--- config.mk ---
export PLATFORM = sky130hd
export DESIGN_NAME = flash_cmd_ctrl
export DESIGN_NICKNAME = d
export VERILOG_FILES = /design/src/rtl/fcc_pkg.sv /design/src/rtl/fcc_timer.sv /design/src/rtl/fcc_lockbank.sv /design/src/rtl/fcc_errstat.sv /design/src/rtl/flash_cmd_ctrl.sv
export SDC_FILE = /design/constraint.sdc
export NUM_CORES = 1
export LEC_CHECK = 0
export BUFFER_PORTS_ARGS = -buffer_cell sky130_fd_sc_hd__buf_2
export CAP_MARGIN = 20
export CORE_UTILIZATION = 52
export DETAILED_ROUTE_END_ITERATION = 12
export PLACE_DENSITY_LB_ADDON = 0.2
export SLEW_MARGIN = 10
export SYNTH_ARGS = -nofsm -noshare
export SYNTH_HDL_FRONTEND = slang
export SYNTH_SLANG_ARGS = --single-unit
--- constraint.sdc ---
create_clock -name clk -period 3.5 [get_ports clk]
set_clock_uncertainty 0.05 [all_clocks]
set_input_delay 0.35 -clock clk [delete_from_list [all_inputs] [get_ports clk]]
set_output_delay 0.35 -clock clk [all_outputs]
set_load 0.01 [all_outputs]
--- src/rtl/fcc_pkg.sv ---
`timescale 1ns/1ps
package fcc_pkg;
    localparam logic [7:0] OP_RD_ARR = 8'hFF;
    localparam logic [7:0] OP_RD_STS = 8'h70;
    localparam logic [7:0] OP_CLR    = 8'h50;
    localparam logic [7:0] OP_BW     = 8'h40;
    localparam logic [7:0] OP_TB     = 8'hFB;
    localparam logic [7:0] OP_ERS    = 8'h20;
    localparam logic [7:0] OP_CONF   = 8'hD0;
    localparam logic [7:0] OP_SUSP   = 8'hB0;
    localparam logic [7:0] OP_WP     = 8'h57;
    localparam logic [7:0] OP_EALL   = 8'hA7;

    localparam int ERR_SEQ  = 0;
    localparam int ERR_LOCK = 1;
    localparam int ERR_WR   = 2;
    localparam int ERR_ER   = 3;

    typedef enum logic [3:0] {
        S_IDLE,
        S_BW_DATA,
        S_TB_D1,
        S_TB_D2,
        S_PROG,
        S_ER_CONF,
        S_WP_CONF,
        S_EA_CONF,
        S_EA_SCAN,
        S_ER_SWEEP,
        S_ER_WAIT,
        S_ER_SUSP
    } fcc_state_e;
endpackage

--- src/rtl/fcc_timer.sv ---
`timescale 1ns/1ps
module fcc_timer #(
    parameter int TMR_W = 16
) (
    input  logic             clk,
    input  logic             rst_n,
    input  logic             load,
    input  logic [TMR_W-1:0] load_val,
    input  logic             en,
    output logic             done
);
    logic [TMR_W-1:0] cnt_q;

    always_ff @(posedge clk or negedge rst_n) begin
        if (!rst_n) begin
            cnt_q <= '0;
        end else if (load) begin
            cnt_q <= load_val;
        end else if (en && cnt_q != '0) begin
            cnt_q <= cnt_q - 1'b1;
        end
    end

    assign done = (cnt_q == '0);

    AST_TMR_HOLD_ZERO: assert property (@(posedge clk) disable iff (!rst_n)
        (en && !load && cnt_q == '0) |=> (cnt_q == '0));
endmodule

--- src/rtl/fcc_lockbank.sv ---
`timescale 1ns/1ps
module fcc_lockbank #(
    parameter int BLK_W = 5
) (
    input  logic                  clk,
    input  logic                  rst_n,
    input  logic [(1<<BLK_W)-1:0] nv_lock,
    input  logic                  open_req,
    input  logic [BLK_W-1:0]      blk_a,
    input  logic [BLK_W-1:0]      blk_b,
    output logic                  locked_a,
    output logic                  locked_b,
    output logic                  gate_open
);
    localparam int NUM_BLK = 1 << BLK_W;

    logic               gate_q;
    logic [NUM_BLK-1:0] eff_lock;

    always_ff @(posedge clk or negedge rst_n) begin
        if (!rst_n) begin
            gate_q <= 1'b0;
        end else if (open_req) begin
            gate_q <= 1'b1;
        end
    end

    for (genvar i = 0; i < NUM_BLK; i++) begin : g_eff
        assign eff_lock[i] = !gate_q || nv_lock[i];
    end

    assign locked_a  = eff_lock[blk_a];
    assign locked_b  = eff_lock[blk_b];
    assign gate_open = gate_q;

    AST_GATE_STICKY: assert property (@(posedge clk) disable iff (!rst_n)
        $past(gate_q) |-> gate_q);
endmodule

--- src/rtl/fcc_errstat.sv ---
`timescale 1ns/1ps
module fcc_errstat #(
    parameter int N_ERR = 4
) (
    input  logic             clk,
    input  logic             rst_n,
    input  logic [N_ERR-1:0] set,
    input  logic             clr,
    output logic [N_ERR-1:0] err
);
    logic [N_ERR-1:0] err_q;

    always_ff @(posedge clk or negedge rst_n) begin
        if (!rst_n) begin
            err_q <= '0;
        end else if (clr) begin
            err_q <= '0;
        end else begin
            err_q <= err_q | set;
        end
    end

    assign err = err_q;

    AST_ERR_STICKY: assert property (@(posedge clk) disable iff (!rst_n)
        !clr |=> ((err_q & $past(err_q)) == $past(err_q)));
endmodule

--- src/rtl/flash_cmd_ctrl.sv ---
`timescale 1ns/1ps
module flash_cmd_ctrl #(
    parameter int ADDR_W    = 19,
    parameter int BLK_W     = 5,
    parameter int TMR_W     = 16,
    parameter int PROG_CYC  = 8,
    parameter int ERASE_CYC = 64
) (
    input  logic                  clk,
    input  logic                  rst_n,
    input  logic                  bus_we,
    input  logic [ADDR_W-1:0]     bus_addr,
    input  logic [7:0]            bus_wdata,
    output logic [7:0]            bus_rdata,
    output logic                  rdy,
    input  logic [(1<<BLK_W)-1:0] blk_lock_nv,
    output logic [ADDR_W-1:0]     arr_addr,
    output logic [7:0]            arr_wdata,
    output logic                  arr_we,
    input  logic [7:0]            arr_rdata
);
    import fcc_pkg::*;

    localparam int OFS_W = ADDR_W - BLK_W;
    localparam logic [TMR_W-1:0] PROG_LD = TMR_W'(PROG_CYC);
    localparam logic [TMR_W-1:0] ERS_LD  = TMR_W'(ERASE_CYC);

    fcc_state_e        state_q, state_d;
    logic [ADDR_W-1:0] addr_q, addr_d, addr_inc;
    logic [7:0]        dat0_q, dat0_d, dat1_q, dat1_d;
    logic              two_q, two_d;
    logic [BLK_W-1:0]  blk_q, blk_d;
    logic              eall_q, eall_d;
    logic              resw_q, resw_d;
    logic              rdarr_q, rdarr_d;

    logic [3:0]        set_err, err;
    logic              clr_err, open_gate, gate_open;
    logic              tmr_load, tmr_en, tmr_done;
    logic [TMR_W-1:0]  tmr_val;
    logic [BLK_W-1:0]  qa_blk, qb_blk;
    logic              locked_a, locked_b;
    logic              busy_st, susp_req, sweep_last;
    logic [7:0]        status;

    assign addr_inc   = addr_q + {{(ADDR_W-1){1'b0}}, 1'b1};
    assign qa_blk     = (state_q == S_TB_D2) ? addr_q[ADDR_W-1 -: BLK_W] : bus_addr[ADDR_W-1 -: BLK_W];
    assign qb_blk     = addr_inc[ADDR_W-1 -: BLK_W];
    assign busy_st    = (state_q == S_PROG) || (state_q == S_ER_SWEEP) ||
                        (state_q == S_ER_WAIT) || (state_q == S_EA_SCAN);
    assign susp_req   = bus_we && (bus_wdata == OP_SUSP) && !eall_q;
    assign sweep_last = &addr_q[OFS_W-1:0];
    assign tmr_en     = (state_q == S_PROG) || (state_q == S_ER_WAIT);

    fcc_lockbank #(.BLK_W(BLK_W)) u_lock (
        .clk      (clk),
        .rst_n    (rst_n),
        .nv_lock  (blk_lock_nv),
        .open_req (open_gate),
        .blk_a    (qa_blk),
        .blk_b    (qb_blk),
        .locked_a (locked_a),
        .locked_b (locked_b),
        .gate_open(gate_open)
    );

    fcc_timer #(.TMR_W(TMR_W)) u_tmr (
        .clk     (clk),
        .rst_n   (rst_n),
        .load    (tmr_load),
        .load_val(tmr_val),
        .en      (tmr_en),
        .done    (tmr_done)
    );

    fcc_errstat #(.N_ERR(4)) u_err (
        .clk  (clk),
        .rst_n(rst_n),
        .set  (set_err),
        .clr  (clr_err),
        .err  (err)
    );

    // State register and sequencing datapath
    always_ff @(posedge clk or negedge rst_n) begin
        if (!rst_n) begin
            state_q <= S_IDLE;
            addr_q  <= '0;
            dat0_q  <= '0;
            dat1_q  <= '0;
            two_q   <= 1'b0;
            blk_q   <= '0;
            eall_q  <= 1'b0;
            resw_q  <= 1'b0;
            rdarr_q <= 1'b1;
        end else begin
            state_q <= state_d;
            addr_q  <= addr_d;
            dat0_q  <= dat0_d;
            dat1_q  <= dat1_d;
            two_q   <= two_d;
            blk_q   <= blk_d;
            eall_q  <= eall_d;
            resw_q  <= resw_d;
            rdarr_q <= rdarr_d;
        end
    end

    // Next state and command decode
    always_comb begin
        state_d   = state_q;
        addr_d    = addr_q;
        dat0_d    = dat0_q;
        dat1_d    = dat1_q;
        two_d     = two_q;
        blk_d     = blk_q;
        eall_d    = eall_q;
        resw_d    = resw_q;
        rdarr_d   = rdarr_q;
        set_err   = '0;
        clr_err   = 1'b0;
        open_gate = 1'b0;
        tmr_load  = 1'b0;
        tmr_val   = PROG_LD;

        if (busy_st && bus_we && bus_wdata == OP_RD_STS) begin
            rdarr_d = 1'b0;
        end

        unique case (state_q)
            S_IDLE: begin
                if (bus_we) begin
                    case (bus_wdata)
                        OP_RD_ARR: rdarr_d = 1'b1;
                        OP_RD_STS: rdarr_d = 1'b0;
                        OP_CLR:    clr_err = 1'b1;
                        OP_BW:   begin state_d = S_BW_DATA; rdarr_d = 1'b0; end
                        OP_TB:   begin state_d = S_TB_D1;   rdarr_d = 1'b0; end
                        OP_ERS:  begin state_d = S_ER_CONF; rdarr_d = 1'b0; end
                        OP_WP:   begin state_d = S_WP_CONF; rdarr_d = 1'b0; end
                        OP_EALL: begin state_d = S_EA_CONF; rdarr_d = 1'b0; end
                        default: ;
                    endcase
                end
            end
            S_BW_DATA: begin
                if (bus_we) begin
                    if (locked_a) begin
                        set_err[ERR_WR]   = 1'b1;
                        set_err[ERR_LOCK] = 1'b1;
                        state_d = S_IDLE;
                    end else begin
                        addr_d   = bus_addr;
                        dat0_d   = bus_wdata;
                        two_d    = 1'b0;
                        tmr_load = 1'b1;
                        tmr_val  = PROG_LD;
                        state_d  = S_PROG;
                    end
                end
            end
            S_TB_D1: begin
                if (bus_we) begin
                    addr_d  = bus_addr;
                    dat0_d  = bus_wdata;
                    state_d = S_TB_D2;
                end
            end
            S_TB_D2: begin
                if (bus_we) begin
                    if (locked_a || locked_b) begin
                        set_err[ERR_WR]   = 1'b1;
                        set_err[ERR_LOCK] = 1'b1;
                        state_d = S_IDLE;
                    end else begin
                        dat1_d   = bus_wdata;
                        two_d    = 1'b1;
                        tmr_load = 1'b1;
                        tmr_val  = PROG_LD;
                        state_d  = S_PROG;
                    end
                end
            end
            S_PROG: begin
                if (tmr_done) begin
                    if (two_q) begin
                        addr_d   = addr_inc;
                        dat0_d   = dat1_q;
                        two_d    = 1'b0;
                        tmr_load = 1'b1;
                        tmr_val  = PROG_LD;
                    end else begin
                        state_d = S_IDLE;
                    end
                end
            end
            S_ER_CONF: begin
                if (bus_we) begin
                    state_d = S_IDLE;
                    if (bus_wdata != OP_CONF) begin
                        set_err[ERR_SEQ] = 1'b1;
                    end else if (locked_a) begin
                        set_err[ERR_ER]   = 1'b1;
                        set_err[ERR_LOCK] = 1'b1;
                    end else begin
                        addr_d  = {bus_addr[ADDR_W-1 -: BLK_W], {OFS_W{1'b0}}};
                        eall_d  = 1'b0;
                        state_d = S_ER_SWEEP;
                    end
                end
            end
            S_WP_CONF: begin
                if (bus_we) begin
                    state_d = S_IDLE;
                    if (bus_wdata == OP_CONF) begin
                        open_gate = 1'b1;
                    end else begin
                        set_err[ERR_SEQ] = 1'b1;
                    end
                end
            end
            S_EA_CONF: begin
                if (bus_we) begin
                    if (bus_wdata == OP_CONF) begin
                        eall_d  = 1'b1;
                        blk_d   = '0;
                        state_d = S_EA_SCAN;
                    end else begin
                        set_err[ERR_SEQ] = 1'b1;
                        state_d = S_IDLE;
                    end
                end
            end
            S_EA_SCAN: begin
                if (!blk_lock_nv[blk_q]) begin
                    addr_d  = {blk_q, {OFS_W{1'b0}}};
                    state_d = S_ER_SWEEP;
                end else if (&blk_q) begin
                    open_gate = 1'b1;
                    eall_d    = 1'b0;
                    state_d   = S_IDLE;
                end else begin
                    blk_d = blk_q + 1'b1;
                end
            end
            S_ER_SWEEP: begin
                if (susp_req) begin
                    resw_d  = 1'b0;
                    state_d = S_ER_SUSP;
                end else begin
                    addr_d = addr_inc;
                    if (sweep_last) begin
                        tmr_load = 1'b1;
                        tmr_val  = ERS_LD;
                        state_d  = S_ER_WAIT;
                    end
                end
            end
            S_ER_WAIT: begin
                if (susp_req) begin
                    resw_d  = 1'b1;
                    state_d = S_ER_SUSP;
                end else if (tmr_done) begin
                    if (!eall_q) begin
                        state_d = S_IDLE;
                    end else if (&blk_q) begin
                        open_gate = 1'b1;
                        eall_d    = 1'b0;
                        state_d   = S_IDLE;
                    end else begin
                        blk_d   = blk_q + 1'b1;
                        state_d = S_EA_SCAN;
                    end
                end
            end
            S_ER_SUSP: begin
                if (bus_we) begin
                    case (bus_wdata)
                        OP_RD_ARR: rdarr_d = 1'b1;
                        OP_RD_STS: rdarr_d = 1'b0;
                        OP_CLR:    clr_err = 1'b1;
                        OP_CONF: begin
                            rdarr_d = 1'b0;
                            state_d = resw_q ? S_ER_WAIT : S_ER_SWEEP;
                        end
                        default: ;
                    endcase
                end
            end
            default: state_d = S_IDLE;
        endcase
    end

    // Outputs
    always_comb begin
        arr_we    = ((state_q == S_PROG) && tmr_done) ||
                    ((state_q == S_ER_SWEEP) && !susp_req);
        arr_addr  = ((state_q == S_PROG) || (state_q == S_ER_SWEEP)) ? addr_q : bus_addr;
        arr_wdata = (state_q == S_ER_SWEEP) ? 8'hFF : dat0_q;
        rdy       = !busy_st;
        status    = {rdy, (state_q == S_ER_SUSP), err[ERR_ER], err[ERR_WR],
                     err[ERR_LOCK], err[ERR_SEQ], 2'b00};
        bus_rdata = (rdarr_q && rdy) ? arr_rdata : status;
    end

    AST_NO_LOCKED_WRITE: assert property (@(posedge clk) disable iff (!rst_n)
        arr_we |-> !blk_lock_nv[arr_addr[ADDR_W-1 -: BLK_W]]);
    AST_GATE_BEFORE_WRITE: assert property (@(posedge clk) disable iff (!rst_n)
        (arr_we && !eall_q) |-> gate_open);
    AST_WE_WHILE_BUSY: assert property (@(posedge clk) disable iff (!rst_n)
        arr_we |-> !rdy);
    AST_SUSP_HOLD: assert property (@(posedge clk) disable iff (!rst_n)
        ($past(state_q == S_ER_SUSP) && state_q == S_ER_SUSP) |-> $stable(addr_q));
endmodule

==> out/qor.yml <==
status:
  status: "completed"
synth:
  async_reset_ff_frac: 1.00
  syn_nets: 796
  seq_area_frac_synth: 0.291
  syn_inst: 722
  synthTopCellsByArea: "dfrtp_1 29%, nand2_1 8.5%, mux2_2 7.4%"
  yosys_warnings: 0
  synth_cell_types: 76
  synth_ff_type: "dfrtp_1"
  syn_area_per_cell_um2: 8.23
  synth_top_area_cell: "dfrtp_1"
  netlist_area_mm2: 0.00594
  synth_edf_count: 0
  synth-seq-cells: 69
  synth_top_area_frac: 0.286
route:
  ant_nets: 0
  viasPerCell: 6.20
  first_pass_iters: 5
  dr_total_vias: 6105
  drc: 0
  totalWireLength_mm: 17.6
  wl_per_cell_um: 17.9
  drt_iter0_drc: 433
floorplan:
  ios: 107
  initial_core_util: 0.541
  dieArea_mm2: 0.0119
  die_w_um: 109
  placementRows: 38
  die_y_um: 109
  core_mm2: 0.0110
sta:
  fin_crit_sh: 0.971
  setup_viol: 0
  period_minus_slack_ps: 3400
  worst_pin_slew_ps: 626
  fmax_mhz: 294
  hold_violations: 0
  relSlewSlack: 0.577
  maxSlewViolCount: 0
  fin_setup_tns_ps: 0
clocking:
  clock_sink_count: 69
  cts.clk_slew.worst_paths_ps: 60
  cts_inserted_buffers: 9
  insertion_delay_ps: 350
  clockRootBuffer: "clkbuf_16"
  htreeDepth: 3
  cts_tree: "yes"
  cts_max_path_buffers: 2
finish:
  nFillCells: 939
  layout.cells.non_filler: 985
  fin_nets: 914
  drive_above_1_share: 0.303
  area_growth_pct: 21.9
  stdcell_area_mm2: 0.00725
  diodes: 0
placement:
  hpwl_mm: 12.9
  place.gp.congestion: 0.973
  placed_area_mm2: 0.00679
  port_buffers: 106
  place_inst: 966
worst_setup_path:
  worstSetupPathType: "reg2reg"
  worst_path_dominant_cell_family: "simple AND/OR/NAND/NOR gates"
  crit_arrival_ps: 3580
  worstSetupEndpoint: "dat1_q[7]$_DFFE_PN0P_"
  crit_path_top_delay_cell: "and4bb_4"
  cp-start-kind: "flip-flop"
  cp_max_fo: 11
  r2r_setup_slack_ps: 100
  crit_top_cell: "and2_1"
  cp.required_ps: 3680
  startpoint: "state_q[3]$_DFFE_PN0P_"
  endpoint_kind: "flip-flop"
  crit_chain: "and4bb_4 > mux2i_2 > buf_12 > and2_1 > nor4bb_1 > a211oi_1 > a32o_1 > and2_1 > nor4_4 > buf_4 > mux2_2"
  crit_path_max_incr_delay_ps: 390
  cp_num_cells: 11
  r2r_end: "dat1_q[7]$_DFFE_PN0P_"
  r2r-start: "state_q[3]$_DFFE_PN0P_"
  crit_buf_inv: 2
  r2r_cells: 11
power_and_ir_drop:
  clkPwrFrac: 0.168
  p_leak_nw: 3.32
  switching_share: 0.449
  irDropWorstVdd_mv: 0.486
  p_seq_frac: 0.251
  power_switching_mw: 2.67
  p_int_mw: 3.27
  power-per-cell-area_mw_per_mm2: 820
  p_comb_frac: 0.581
grt:
  track_usage: 0.306
  grt_pass1_vias: 5688
  grt_max_degree: 41
  grt_pass1_wl_mm: 28.4
  overflow: 0
  grt_antenna_before_repair: 1
hold_path:
  hp-class: "in2reg"
job:
  cap_violations: 0
[tightest hold or removal path, cell delays in order]
cell and delay [ps]:
buf_2 90, a21oi_1 50, o2bb2ai_1 110
[layer usage]
metal	wire (um)	GRT usage	vias to the layer above	share of wire
li1	-	-	2887	-
met1	7790	0.416	2967	0.44
met2	8510	0.502	229	0.48
met3	1090	0.0550	22	0.062
met4	233	0.0782	0	0.013
met5	0	0	-	0
[how the worst min path moves through the flow]
stage	start	endpoint	slack [ps]	cells after the start
final	bus_addr[4]	addr_q[4]$_DFFE_PN0P_	240	3
after global routing	bus_wdata[3]	dat1_q[3]$_DFFE_PN0P_	250	2
after CTS	bus_wdata[3]	dat1_q[3]$_DFFE_PN0P_	240	2
after detailed placement	rst_n	blk_q[1]$_DFFE_PN0P_	340	1
after global placement	rst_n	blk_q[3]$_DFFE_PN0P_	340	1
after floorplan	rst_n	addr_q[0]$_DFFE_PN0P_	4	0
[layout by cell type, fill, tap and decap left out, drive strengths merged, types with 5 or more instances in the layout]
cell type    n
nand2b      10
a31oi        7
a22oi        5
nand2      135
o2bb2ai     13
nor3        21
clkbuf      13
and2         6
a211oi       9
and3        10
mux2i       33
mux4        10
xnor2       11
mux2        39
a21oi       25
nor2b        6
buf        153
nand4       11
or2          9
xor2        11
nor2        58
inv         15
o21ai       33
o211ai       5
dfrtp       68
nor4        15
o31ai        5
nand3       28
[per-stage QoR]
| step | setup WS (ps) | power (mW) | hold slack [ps] | utilization |
|---|---|---|---|---|
| floorplan | 209 | 3.78 | 4.41 | - |
| global placement | 72.3 | 4.72 | 338 | 0.618 |
| CTS | 30.6 | 5.83 | 236 | 0.649 |
| finish | 100 | 5.94 | 242 | 0.660 |
| global route | -35.2 | 6.34 | 250 | 0.660 |
| detailed placement | 17.9 | 4.80 | 345 | 0.618 |
[power groups by stage]
stage | combinational, mW | sequential (mW) | clock (mW)
3_5_place_dp | 3.33 | 1.48 | 0
4_1_cts | 3.35 | 1.47 | 1.01
2_1_floorplan | 2.48 | 1.30 | 0
6_report | 3.45 | 1.49 | 0.997
5_1_grt | 3.76 | 1.54 | 1.04
3_3_place_gp | 3.26 | 1.46 | 0
[cell families (layout without fill, tap and decap cells)]
group,after synthesis,after routing,synth area share
adder cells (fa/ha/maj),4,4,0.00842
multiplexers,82,82,0.168
buffers and inverters,63,186,0.0451
AND/OR/NAND/NOR,335,335,0.282
AO/OA/AOI/OAI,147,147,0.172
flip-flops,69,69,0.291
XOR/XNOR,22,22,0.0337
[Yosys cell counts, types with 11 or more instances]
library cell	number
nand2_1	135
dfrtp_1	68
nor2_1	58
mux2_2	39
clkbuf_1	33
mux2i_1	32
o21ai_0	32
nand3_1	27
a21oi_1	25
nor3_1	21
inv_1	15
o2bb2ai_1	13
nor4_1	12
xor2_1	11
[area by class of cell]
type                            count  area, um^2  share of cell area
Clock inverter                      3        68.8             0.00950
Multi-Input combinational cell    590        4050               0.559
Timing Repair Buffer              154         910               0.126
Sequential cell                    69        1730               0.239
Clock buffer                       13         250              0.0345
Tap cell                          140         175              0.0242
Inverter                           16        60.1             0.00829
[flip-flops by register name, indices dropped and copies added (netlist names), 4 cells and up]
| name | count |
|---|---|
| addr_q | 19 |
| u_tmr.cnt_q | 16 |
| dat0_q | 8 |
| dat1_q | 8 |
| blk_q | 5 |
| state_q | 4 |
| u_err.err | 4 |
[repair_timing]
| item | CTS | global route |
|---|---|---|
| pin swaps | 0 | 2 |
| hold endpoints to repair | 23 | 0 |
| buffers inserted | 0 | 2 |
| hold buffers | 1 | 0 |
| setup endpoints to repair | 3 | 39 |
| gates resized for setup | 1 | 21 |
(Power assumes the default switching activity.)
